--- config.mk ---
export PLATFORM = sky130hd
export DESIGN_NAME = pwm_cmp_timer
export DESIGN_NICKNAME = d
export VERILOG_FILES = /design/src/rtl/pwm_pkg.sv /design/src/rtl/pwm_counter.sv /design/src/rtl/pwm_channel.sv /design/src/rtl/pwm_cmp_timer.sv
export SDC_FILE = /design/constraint.sdc
export NUM_CORES = 1
export LEC_CHECK = 0
export BUFFER_PORTS_ARGS = -buffer_cell sky130_fd_sc_hd__buf_2
export CAP_MARGIN = 40
export CORE_MARGIN = 2
export CORE_UTILIZATION = 54
export CTS_CLUSTER_DIAMETER = 200
export DETAILED_ROUTE_END_ITERATION = 8
export PLACE_DENSITY = 0.87
export SYNTH_ARGS = -nofsm -noshare
export SYNTH_HDL_FRONTEND = slang
export SYNTH_SLANG_ARGS = --single-unit
--- constraint.sdc ---
create_clock -name clk_i -period 3 [get_ports clk_i]
set_input_delay 0.45 -clock clk_i [delete_from_list [all_inputs] [get_ports clk_i]]
set_output_delay 0.45 -clock clk_i [all_outputs]
set_load 0.01 [all_outputs]
--- src/rtl/pwm_pkg.sv ---
package pwm_pkg;
  typedef enum logic [1:0] {K_NONPWM, K_FAST, K_PHASE} kind_e;
  typedef enum logic [1:0] {ACT_NONE, ACT_SET, ACT_CLR, ACT_TGL} act_e;

  function automatic kind_e kind_of(input logic [3:0] m);
    case (m)
      4'd5, 4'd6, 4'd7, 4'd15: kind_of = K_FAST;
      4'd1, 4'd2, 4'd3, 4'd8, 4'd9, 4'd10, 4'd11, 4'd14: kind_of = K_PHASE;
      default: kind_of = K_NONPWM;
    endcase
  endfunction

  function automatic logic full_range(input logic [3:0] m);
    full_range = (m == 4'd0) || (m == 4'd13);
  endfunction
endpackage

--- src/rtl/pwm_counter.sv ---
module pwm_counter
  import pwm_pkg::*;
#(
  parameter int W = 16
) (
  input  logic         clk_i,
  input  logic         rst_ni,
  input  kind_e        kind_i,
  input  logic [W-1:0] top_i,
  output logic [W-1:0] cnt_o,
  output logic         at_top_o,
  output logic         at_bot_o,
  output logic         slope_up_o
);
  logic [W-1:0] cnt_q, cnt_d;
  logic         up_q, up_d;

  assign cnt_o      = cnt_q;
  assign at_top_o   = (cnt_q == top_i);
  assign at_bot_o   = (cnt_q == '0);
  // extremes fix the slope regardless of the stored direction
  assign slope_up_o = at_bot_o ? 1'b1 : (at_top_o ? 1'b0 : up_q);

  always_comb begin
    cnt_d = cnt_q;
    up_d  = up_q;
    if (kind_i == K_PHASE) begin
      if (up_q) begin
        if (cnt_q >= top_i) begin
          up_d  = 1'b0;
          cnt_d = cnt_q - 1'b1;
        end else begin
          cnt_d = cnt_q + 1'b1;
        end
      end else if (cnt_q == '0) begin
        up_d  = 1'b1;
        cnt_d = cnt_q + 1'b1;
      end else begin
        cnt_d = cnt_q - 1'b1;
      end
    end else begin
      up_d  = 1'b1;
      cnt_d = (cnt_q >= top_i) ? '0 : cnt_q + 1'b1;
    end
  end

  always_ff @(posedge clk_i or negedge rst_ni) begin
    if (!rst_ni) begin
      cnt_q <= '0;
      up_q  <= 1'b1;
    end else begin
      cnt_q <= cnt_d;
      up_q  <= up_d;
    end
  end
endmodule

--- src/rtl/pwm_channel.sv ---
module pwm_channel
  import pwm_pkg::*;
#(
  parameter int W    = 16,
  parameter bit IS_A = 1'b1
) (
  input  logic         clk_i,
  input  logic         rst_ni,
  input  kind_e        kind_i,
  input  logic [3:0]   mode_i,
  input  logic [W-1:0] top_i,
  input  logic [W-1:0] cmp_i,
  input  logic [1:0]   act_i,
  input  logic         force_i,
  input  logic [W-1:0] cnt_i,
  input  logic         at_top_i,
  input  logic         at_bot_i,
  input  logic         slope_up_i,
  output logic         wave_o,
  output logic         en_o
);
  logic [W-1:0] ocr_q;
  logic         match, excl, conn, load;
  act_e         act;
  logic         pin_q, en_q;

  assign match = (cnt_i == ocr_q);
  assign excl  = (ocr_q == top_i);
  assign load  = (kind_i == K_NONPWM) || at_top_i;

  always_comb begin
    conn = 1'b0;
    act  = ACT_NONE;
    case (kind_i)
      K_NONPWM: begin
        conn = (act_i != 2'b00);
        if (conn && (match || force_i)) begin
          case (act_i)
            2'b01:   act = ACT_TGL;
            2'b10:   act = ACT_CLR;
            default: act = ACT_SET;
          endcase
        end
      end
      K_FAST: begin
        if (act_i == 2'b01) begin
          conn = IS_A && (mode_i == 4'd15);
          if (conn && match) act = ACT_TGL;
        end else if (act_i[1]) begin
          conn = 1'b1;
          // match beats BOTTOM; match at TOP is dropped
          if (match && !excl)  act = act_i[0] ? ACT_SET : ACT_CLR;
          else if (at_bot_i)   act = act_i[0] ? ACT_CLR : ACT_SET;
        end
      end
      K_PHASE: begin
        if (act_i == 2'b01) begin
          conn = IS_A && ((mode_i == 4'd9) || (mode_i == 4'd14));
          if (conn && match) act = ACT_TGL;
        end else if (act_i[1]) begin
          conn = 1'b1;
          if (match && !excl)
            act = (slope_up_i ^ act_i[0]) ? ACT_CLR : ACT_SET;
          else if (excl && at_bot_i)
            act = act_i[0] ? ACT_CLR : ACT_SET;
        end
      end
      default: ;
    endcase
  end

  always_ff @(posedge clk_i or negedge rst_ni) begin
    if (!rst_ni) begin
      ocr_q <= '0;
      pin_q <= 1'b0;
      en_q  <= 1'b0;
    end else begin
      if (load) ocr_q <= cmp_i;
      en_q <= conn;
      case (act)
        ACT_SET: pin_q <= 1'b1;
        ACT_CLR: pin_q <= 1'b0;
        ACT_TGL: pin_q <= ~pin_q;
        default: ;
      endcase
    end
  end

  assign wave_o = pin_q;
  assign en_o   = en_q;
endmodule

--- src/rtl/pwm_cmp_timer.sv ---
module pwm_cmp_timer
  import pwm_pkg::*;
#(
  parameter int W = 16
) (
  input  logic         clk_i,
  input  logic         rst_ni,
  input  logic [3:0]   mode_i,
  input  logic [W-1:0] top_i,
  input  logic [W-1:0] cmp_a_i,
  input  logic [W-1:0] cmp_b_i,
  input  logic [1:0]   act_a_i,
  input  logic [1:0]   act_b_i,
  input  logic         force_a_i,
  input  logic         force_b_i,
  output logic         wave_a_o,
  output logic         wave_b_o,
  output logic         en_a_o,
  output logic         en_b_o
);
  localparam int NCH = 2;

  kind_e        kind_w;
  logic [W-1:0] etop_w, cnt_w;
  logic         at_top_w, at_bot_w, slope_w;
  logic [W-1:0] cmp_w   [NCH];
  logic [1:0]   act_w   [NCH];
  logic         frc_w   [NCH];
  logic         wave_w  [NCH];
  logic         en_w    [NCH];

  assign kind_w = kind_of(mode_i);
  assign etop_w = full_range(mode_i) ? {W{1'b1}} : top_i;

  assign cmp_w[0] = cmp_a_i;
  assign cmp_w[1] = cmp_b_i;
  assign act_w[0] = act_a_i;
  assign act_w[1] = act_b_i;
  assign frc_w[0] = force_a_i;
  assign frc_w[1] = force_b_i;

  pwm_counter #(.W(W)) u_cnt (
    .clk_i      (clk_i),
    .rst_ni     (rst_ni),
    .kind_i     (kind_w),
    .top_i      (etop_w),
    .cnt_o      (cnt_w),
    .at_top_o   (at_top_w),
    .at_bot_o   (at_bot_w),
    .slope_up_o (slope_w)
  );

  for (genvar i = 0; i < NCH; i++) begin : g_ch
    pwm_channel #(.W(W), .IS_A(i == 0)) u_ch (
      .clk_i      (clk_i),
      .rst_ni     (rst_ni),
      .kind_i     (kind_w),
      .mode_i     (mode_i),
      .top_i      (etop_w),
      .cmp_i      (cmp_w[i]),
      .act_i      (act_w[i]),
      .force_i    (frc_w[i]),
      .cnt_i      (cnt_w),
      .at_top_i   (at_top_w),
      .at_bot_i   (at_bot_w),
      .slope_up_i (slope_w),
      .wave_o     (wave_w[i]),
      .en_o       (en_w[i])
    );
  end

  assign wave_a_o = wave_w[0];
  assign wave_b_o = wave_w[1];
  assign en_a_o   = en_w[0];
  assign en_b_o   = en_w[1];
endmodule

==> impl_summary.txt, run 1 <==
----------------------------------------------------
[Outcome]
  Status ... complete, but fails checks
  Violated checks ... negative setup slack

[Routing]
  Post-route antenna net violation count ... 0
  Drt first pass iters ... 7
  Via Count ... 5441
  Drc violations ... 0
  Routed wirelength normalized by instance count ... 22.2 µm
  Detail-routed via count per cell ... 6.96
  Routed wire length ... around 17000 µm
  Number of DRC markers after the initial detailed-route iteration ... 646

[Critical path]
  RR Startpoint ... u_cnt.cnt_o[0]
  Slowest stage delay, CP ... 600 ps
  Crit-path leading delay family ... compound AO/OA/AOI/OAI gates
  Crit path capture type ... flip-flop
  Crit path arrival time ... 3480 ps
  Internal reg-to-reg setup slack ... -100 ps
  Slowest library cell on the worst path ... sky130_fd_sc_hd__or4_4
  Depth of the worst register-to-register path ... 12
  CP Cell Sequence ... buf_6 -> or4_4 -> nand2_8 -> buf_6 -> nor2_4 -> ha_4 -> nor2b_4 -> o21a_1 -> o21a_1 -> o21ai_2 -> a21oi_2 -> o31a_1 -> clkinv_4 -> mux2i_2 -> xor2_1 -> nor2_1
  Path type of the worst setup path ... input port to flip-flop
  Worst EP required ... between 3000 and 4000 ps
  End of the worst register-to-register path ... u_cnt.cnt_o[14]
  CP Launch Type ... input port
  WP buf/inv ... 3
  Worst Path Max Fanout ... 6

[STA]
  Actual slew at the worst max-slew pin ... 492 ps
  Fin. max-slew vios ... 0
  Final worst path period share ... 109%
  Unrepaired setup endpoints after global routing ... yes
  Setup violation total in the final timing report ... 16
  WHS ... 72.9 ps
  Slack of the critical path ... -270 ps
  Max-slew headroom ... 67.2%
  Maximum clock frequency ... 0.306 GHz
  Time the worst path needs with I/O delays and setup ... ~3300 ps
  Worst-case clock skew ... 17.8 ps
  Hold Vio Cnt, Final ... 0
  Total negative setup slack ... -3010 ps

[Final layout]
  Layout-stage area growth over the synthesis result ... 27.0%
  Final-layout fill cell count ... 582
  Fraction of final layout cells with drive strength greater than 1 ... 36.5%
  Area of combinational cells with multiple inputs ... 3640 µm²
  Final std cell area, no fill ... 6240 µm²
  Net count of the finished layout ... roughly 760
  Diode count ... 0
  Register area ... 1330 µm²
  Core Util, Final ... a little under three quarters

[Synthesis]
  Largest cells by area after synthesis ... sky130_fd_sc_hd__dfrtp_1 (26%), sky130_fd_sc_hd__mux2_2 (7.3%), sky130_fd_sc_hd__ha_1 (7.1%), sky130_fd_sc_hd__xnor2_1 (6.2%), sky130_fd_sc_hd__nor2_1 (4.0%)
  Cell accounting for the most synthesized area ... sky130_fd_sc_hd__dfrtp_1
  Synthesized flop and latch total ... 53
  Most repeated cell in the gate-level netlist after synthesis ... sky130_fd_sc_hd__nor2_1
  Cells after synthesis ... between 500 and 600
  Netlist cell types ... 73
  Commonest register cell after synthesis ... sky130_fd_sc_hd__dfrtp_1
  Mean cell area of the mapped netlist ... between 8 and 9 µm²
  Most numerous cell types in the synthesized netlist ... sky130_fd_sc_hd__nor2_1 (53), sky130_fd_sc_hd__dfrtp_1 (52), sky130_fd_sc_hd__nand2_1 (43)
  Warnings from Yosys ... 0
  Part of the Yosys area used for sequential elements ... ~27%
  Area share of the leading cell type in the synthesized netlist ... roughly a quarter
  Number of nets produced by synthesis ... 659
  Number of flops mapped to enable cells by yosys ... 0
  Synth Cell Area ... 4920 µm²
  Proportion of register bits with asynchronous set or reset after synthesis ... 100%

[Min path]
  Type of the tightest min-delay check ... input port to asynchronous set/reset pin

[Placed design]
  RD Place Congestion ... between 1 and 1.5
  DP Area ... 5600 µm²
  Half-perimeter wire length after detailed placement ... between 10000 and 15000 µm
  Number of I/O port buffers ... 63

[Clock tree]
  Skew-Pair Late Insertion Delay ... around 340 ps
  Cts bufs inserted ... 5
  H-tree depth ... 2
  Clock transition at the register clock pins on the worst setup and hold paths after CTS ... 100 ps
  Cell at the root of the clock tree ... sky130_fd_sc_hd__clkbuf_8
  Number of clock sinks ... 53
  Largest buffer count on any clock path ... 2
  CTS tree ... yes

[GRT]
  Number of antenna violations at the first check in global routing ... 0
  Wire length of the first global-routing pass ... 25300 µm
  GRT overflow ... 0
  Overall routing resource usage ... 31.8%
  Pin count of the biggest net entering global routing ... 33
  Number of global-route vias before repair ... 5089

[Die]
  Die W ... 99.4 µm
  Area of the core ... 8760 µm²
  Die Height ... 99.4 µm
  # IOs ... 64
  Area enclosed by the die boundary ... 9890 µm²
  Starting utilization of the core area ... approximately 56%
  Rows ... 34

[Power]
  Total power per unit cell area ... between 600 and 700 nW/µm²
  Pleak ... 2.66 nW
  Worst vdd rail ir drop ... 0.309 mV

[Run]
  Max-capacitance violation count ... 0

----------------------------------------------------
## timing repair
action                     in CTS  in global routing
setup endpoints to repair      15                 18
pin swaps                      16                 35
resized for setup              32                 47
setup buffers                   8                 11
hold buffers                    0                  0
gates cloned                    1                  0
## worst max path at each step
stage	cells past startpoint	slack [ps]	startpoint	endpoint
global placement	16	-490	mode_i[2]	u_cnt.cnt_o[3]
detailed placement	16	-610	mode_i[2]	u_cnt.cnt_o[3]
floorplan	19	-760	mode_i[2]	u_cnt.cnt_o[14]
finish	16	-270	mode_i[3]	u_cnt.cnt_o[14]
global route	16	-340	mode_i[3]	u_cnt.cnt_o[14]
CTS	16	-110	mode_i[1]	u_cnt.cnt_o[12]
## report_power, final
| part | internal [mW] | leakage (nW) | switching [mW] |
|---|---|---|---|
| combinational | 1.18 | 1.96 | 1.32 |
| sequential | 0.903 | 0.641 | 0.351 |
| clock | 0.255 | 0.0591 | 0.283 |
## area by class of cell
type | instances | share of cell area (%)
tap | 108 | 2.16
inverter | 20 | 1.28
sequential | 53 | 21.3
timing repair buffer | 133 | 15.1
multi-input combinational | 460 | 58.4
clock inverter | 3 | 0.761
clock buffer | 5 | 1.10
## worst register-to-register path: cells and delay by family, from the launching register on
kind                     cells  cell delay, ps
AO/OA/AOI/OAI                2             350
flip-flops                   1             400
buffers and inverters        3             260
AND/OR/NAND/NOR              4            1430
multiplexers                 1             270
adder cells (fa/ha/maj)      1             130
XOR/XNOR                     1             160
## flip-flops by register name (all words and copies together), names as in the netlist
register	flops
g_ch.u_ch.ocr_q	32
g_ch.u_ch.en_o	2
u_cnt.up_q	1
u_cnt.cnt_o	16
g_ch.u_ch.wave_o	2
## cells by family after synthesis
logic type | after synthesis | share of synthesized area, %
AO/OA/AOI/OAI | 126 | 18.2
buffers and inverters | 59 | 5.98
XOR/XNOR | 52 | 9.26
flip-flops | 53 | 27.0
AND/OR/NAND/NOR | 215 | 23.9
multiplexers | 38 | 8.55
adder cells (fa/ha/maj) | 28 | 7.12
## placed cells by master, fill, tap and decap left out, types with 16 or more instances in the layout
master,instances
sky130_fd_sc_hd__buf_4,54
sky130_fd_sc_hd__buf_2,62
sky130_fd_sc_hd__inv_1,16
sky130_fd_sc_hd__nand3_1,18
sky130_fd_sc_hd__mux2_2,32
sky130_fd_sc_hd__dfrtp_1,52
sky130_fd_sc_hd__xnor2_1,35
sky130_fd_sc_hd__nor2_1,42
sky130_fd_sc_hd__a21oi_1,25
sky130_fd_sc_hd__ha_1,20
sky130_fd_sc_hd__xor2_1,17
sky130_fd_sc_hd__nand2_1,41
## metrics by stage
stage / std cells / power [mW] / setup slack [ps]
2_1_floorplan: 571 / 2.50 / -757
3_3_place_gp: 754 / 3.05 / -493
3_5_place_dp: 755 / 3.14 / -615
4_1_cts: 772 / 3.82 / -106
5_1_grt: 782 / 4.45 / -337
6_report: 782 / 4.29 / -270
## metal layers
metal	vias to the layer above	global-route usage (%)	part of all wire [%]
met3	159	5.97	11
met4	0	15.2	7.2
met2	451	53.4	46
met1	2518	39.4	35
li1	2313	-	-
met5	-	0	0
No activity file was read; power rests on OpenSTA's default activity.
==> run 2: changes to the inputs <==
--- a/config.mk
+++ b/config.mk
@@ -5,13 +5,13 @@
 export SDC_FILE = /design/constraint.sdc
 export NUM_CORES = 1
 export LEC_CHECK = 0
-export BUFFER_PORTS_ARGS = -buffer_cell sky130_fd_sc_hd__buf_2
 export CAP_MARGIN = 40
 export CORE_MARGIN = 2
-export CORE_UTILIZATION = 54
+export CORE_UTILIZATION = 50
 export CTS_CLUSTER_DIAMETER = 200
 export DETAILED_ROUTE_END_ITERATION = 8
-export PLACE_DENSITY = 0.87
+export DONT_BUFFER_PORTS = 1
+export PLACE_DENSITY = 0.77
 export SYNTH_ARGS = -nofsm -noshare
 export SYNTH_HDL_FRONTEND = slang
 export SYNTH_SLANG_ARGS = --single-unit
==> run 2 against run 1 <==
Net effect:
- sequential power about the same
- the run still ends with negative setup slack left
- clock power down 0.9%
- critical endpoint is now g_ch[0].u_ch.wave_o
- clock skew decreased by 8.7 ps
- sequential share of layout area is 1.5 points higher
- die area is 7.7% higher
- via count decreased by 11%
- combinational power down 9.2%
- flip-flop and latch count is the same
- non-clock buffer count is 73 lower
- highest routed layer unchanged
==> impl_summary.txt, run 2 (synthesis results as in run 1) <==
----------------------------------------------------
[STA]
  Fin. max-slew vios ... 0 (unchanged)
  Worst-case clock skew ... 9.13 ps (-8.65 ps)
  Max-slew headroom ... 64.7% (-2.6 points)
  WHS ... 254 ps (+181 ps)
  Maximum clock frequency ... 0.318 GHz (+3.9%)
  Setup violation total in the final timing report ... 13 (-3)
  Actual slew at the worst max-slew pin ... 525 ps (+32.8 ps)
  Unrepaired setup endpoints after global routing ... yes
  Time the worst path needs with I/O delays and setup ... 3150 ps (-123 ps)
  Hold Vio Cnt, Final ... 0 (unchanged)
  Total negative setup slack ... -920 ps (+2090 ps)
  Slack of the critical path ... -147 ps (+123 ps)
  Final worst path period share ... 105% (-4.1 points)

[GRT]
  Number of antenna violations at the first check in global routing ... 0 (unchanged)
  Overall routing resource usage ... 28.5% (-3.3 points)
  GRT overflow ... 0 (unchanged)
  Number of global-route vias before repair ... 4740 (-6.9%)
  Wire length of the first global-routing pass ... 23500 µm (-6.9%)
  Pin count of the biggest net entering global routing ... 54 (+64%)

[Power]
  Clk network pwr share ... 13.2% (+0.7 points)
  Total power per unit cell area ... 694 nW/µm² (+1.1%)
  Psw ... 1.78 mW (-8.8%)
  Combinational share of power ... 56.0% (-2.2 points)
  Worst vdd rail ir drop ... 0.374 mV (+21%)
  Pleak ... 2.37 nW (-11%)
  Switching share of total power ... 44.1% (-1.5 points)
  Cell Int Power ... 2.26 mW (-3.1%)
  Design Power ... 4.05 mW (-5.7%)
  Register share of total power ... 30.8% (+1.6 points)

[Critical path]
  Worst Path Max Fanout ... 10 (+4)
  Worst EP required ... 3250 ps (+40 ps)
  CP Cell Sequence ... or4_4 -> nand2_8 -> buf_8 -> nor2_4 -> ha_4 -> nand4_1 -> nor2_2 -> and3_4 -> buf_4 -> o21a_1 -> nand2_2 -> a221oi_2 -> a21oi_1 -> o32a_1 -> a211oi_2
  Depth of the worst register-to-register path ... 12 (unchanged)
  WP buf/inv ... 2 (-1)
  Slowest library cell on the worst path ... sky130_fd_sc_hd__or4_4
  Slowest stage delay, CP ... 560 ps (-40 ps)
  End of the worst register-to-register path ... u_cnt.cnt_o[14]
  Internal reg-to-reg setup slack ... -90 ps (about the same)
  Path type of the worst setup path ... input port to flip-flop
  Worst setup path startpoint ... mode_i[2]
  Crit path arrival time ... 3400 ps (-80 ps)
  CP Launch Type ... input port
  Crit path capture type ... flip-flop
  RR Startpoint ... u_cnt.cnt_o[0]
  Crit-path leading delay family ... simple AND/OR/NAND/NOR gates

[Routing]
  Routed wire length ... 15400 µm (-11%)
  Drc violations ... 0 (unchanged)
  Via Count ... 4855 (-11%)
  Routed wirelength normalized by instance count ... 21.0 µm (-5.5%)
  Number of DRC markers after the initial detailed-route iteration ... 504 (-22%)
  Post-route antenna net violation count ... 0 (unchanged)
  Detail-routed via count per cell ... 6.61 (-4.9%)
  Drt first pass iters ... 5 (-2)

[Clock tree]
  Cts bufs inserted ... 5 (unchanged)
  Clock transition at the register clock pins on the worst setup and hold paths after CTS ... 110 ps (about the same)
  Largest buffer count on any clock path ... 2 (unchanged)
  Cell at the root of the clock tree ... sky130_fd_sc_hd__clkbuf_8
  Number of clock sinks ... 53 (unchanged)
  CTS tree ... yes
  Skew-Pair Late Insertion Delay ... 330 ps (about the same)
  H-tree depth ... 2 (unchanged)

[Final layout]
  Area of combinational cells with multiple inputs ... 3600 µm² (-1.1%)
  Net count of the finished layout ... 688 (-9.6%)
  Most flop-heavy register ... g_ch.u_ch.ocr_q
  Fraction of final layout cells with drive strength greater than 1 ... 28.0% (-8.5 points)
  Number of standard cells in the final layout excluding fillers ... 734 (-6.1%)
  Register area ... 1330 µm² (unchanged)
  Diode count ... 0 (unchanged)
  Highest-count cells in the layout ignoring fill and taps ... sky130_fd_sc_hd__dfrtp_1 (52), sky130_fd_sc_hd__buf_4 (46), sky130_fd_sc_hd__nand2_1 (42)
  Layout-stage area growth over the synthesis result ... 18.5%
  Commonest non-fill, non-tap cell in the layout ... sky130_fd_sc_hd__dfrtp_1
  Flip-flop count of the largest register, all copies and words added ... 32 (unchanged)
  Final std cell area, no fill ... 5830 µm² (-6.7%)
  Final-layout fill cell count ... 788 (+35%)
  Core Util, Final ... 60.5% (-11 points)

[Min path]
  Cell depth of the worst min-delay path ... 1
  Startpoint of the most critical hold path ... cmp_a_i[7]
  Type of the tightest min-delay check ... input port to flip-flop
  Capture endpoint of the worst hold path ... g_ch[0].u_ch.ocr_q[7]

[Placed design]
  Number of I/O port buffers ... 0 (-100%)
  Setup Slack @ Placement ... -508 ps (+107 ps)
  DP Area ... 5220 µm² (-6.8%)
  Half-perimeter wire length after detailed placement ... 10600 µm (-3.1%)
  RD Place Congestion ... 0.992 (-5.6%)
  Placed insts ... 707 (-6.4%)

[Die]
  # IOs ... 64 (unchanged)
  Rows ... 36 (+5.9%)
  Die Height ... 103 µm (+3.8%)
  Area enclosed by the die boundary ... 10600 µm² (+7.7%)
  Starting utilization of the core area ... 51.0% (-5.1 points)
  Die W ... 103 µm (+3.8%)
  Area of the core ... 9640 µm² (+10%)

[Run]
  Max-capacitance violation count ... 0 (unchanged)

[Outcome]
  Status ... complete, but fails checks
  Violated checks ... negative setup slack

----------------------------------------------------
==> run 2: power groups by stage <==
stage          Combinational (mW)  Clock, mW  Sequential, mW
5_1_grt                      2.45      0.564            1.26
2_1_floorplan                1.40          0            1.10
3_5_place_dp                 1.82          0            1.23
6_report                     2.27      0.533            1.25
4_1_cts                      2.01      0.531            1.22
3_3_place_gp                 1.76          0            1.22
==> run 2: how the worst max path moves through the flow <==
stage,endpoint,cells after the start
after CTS,u_cnt.cnt_o[12],15
after global placement,u_cnt.cnt_o[3],14
after floorplan,u_cnt.cnt_o[14],19
final,g_ch[0].u_ch.wave_o,15
after detailed placement,u_cnt.cnt_o[11],15
after global routing,u_cnt.cnt_o[14],15
==> run 2: layer usage <==
| layer | vias up | track usage, % | routed length [µm] |
|---|---|---|---|
| li1 | 2155 | - | - |
| met1 | 2282 | 34.7 | 5700 |
| met2 | 340 | 46.6 | 7240 |
| met3 | 78 | 8.53 | 1780 |
| met4 | 0 | 13.1 | 699 |
| met5 | - | 0 | 0 |
==> run 2: area by class of cell <==
cell class | count | area share [%]
sequential | 53 | 22.8
tap | 133 | 2.86
inverter | 20 | 1.37
clock inverter | 3 | 0.816
clock buffer | 5 | 1.18
multi-input combinational | 459 | 61.8
timing repair buffer | 60 | 9.10
timing repair inverter | 1 | 0.0644
==> run 2: repair_timing <==
item,in CTS,in global routing
hold buffers,2,0
setup endpoints to repair,15,16
cloned,1,0
setup buffers,11,5
resized for setup,36,34
endpoints found under the hold margin,53,0
pin swaps,21,25
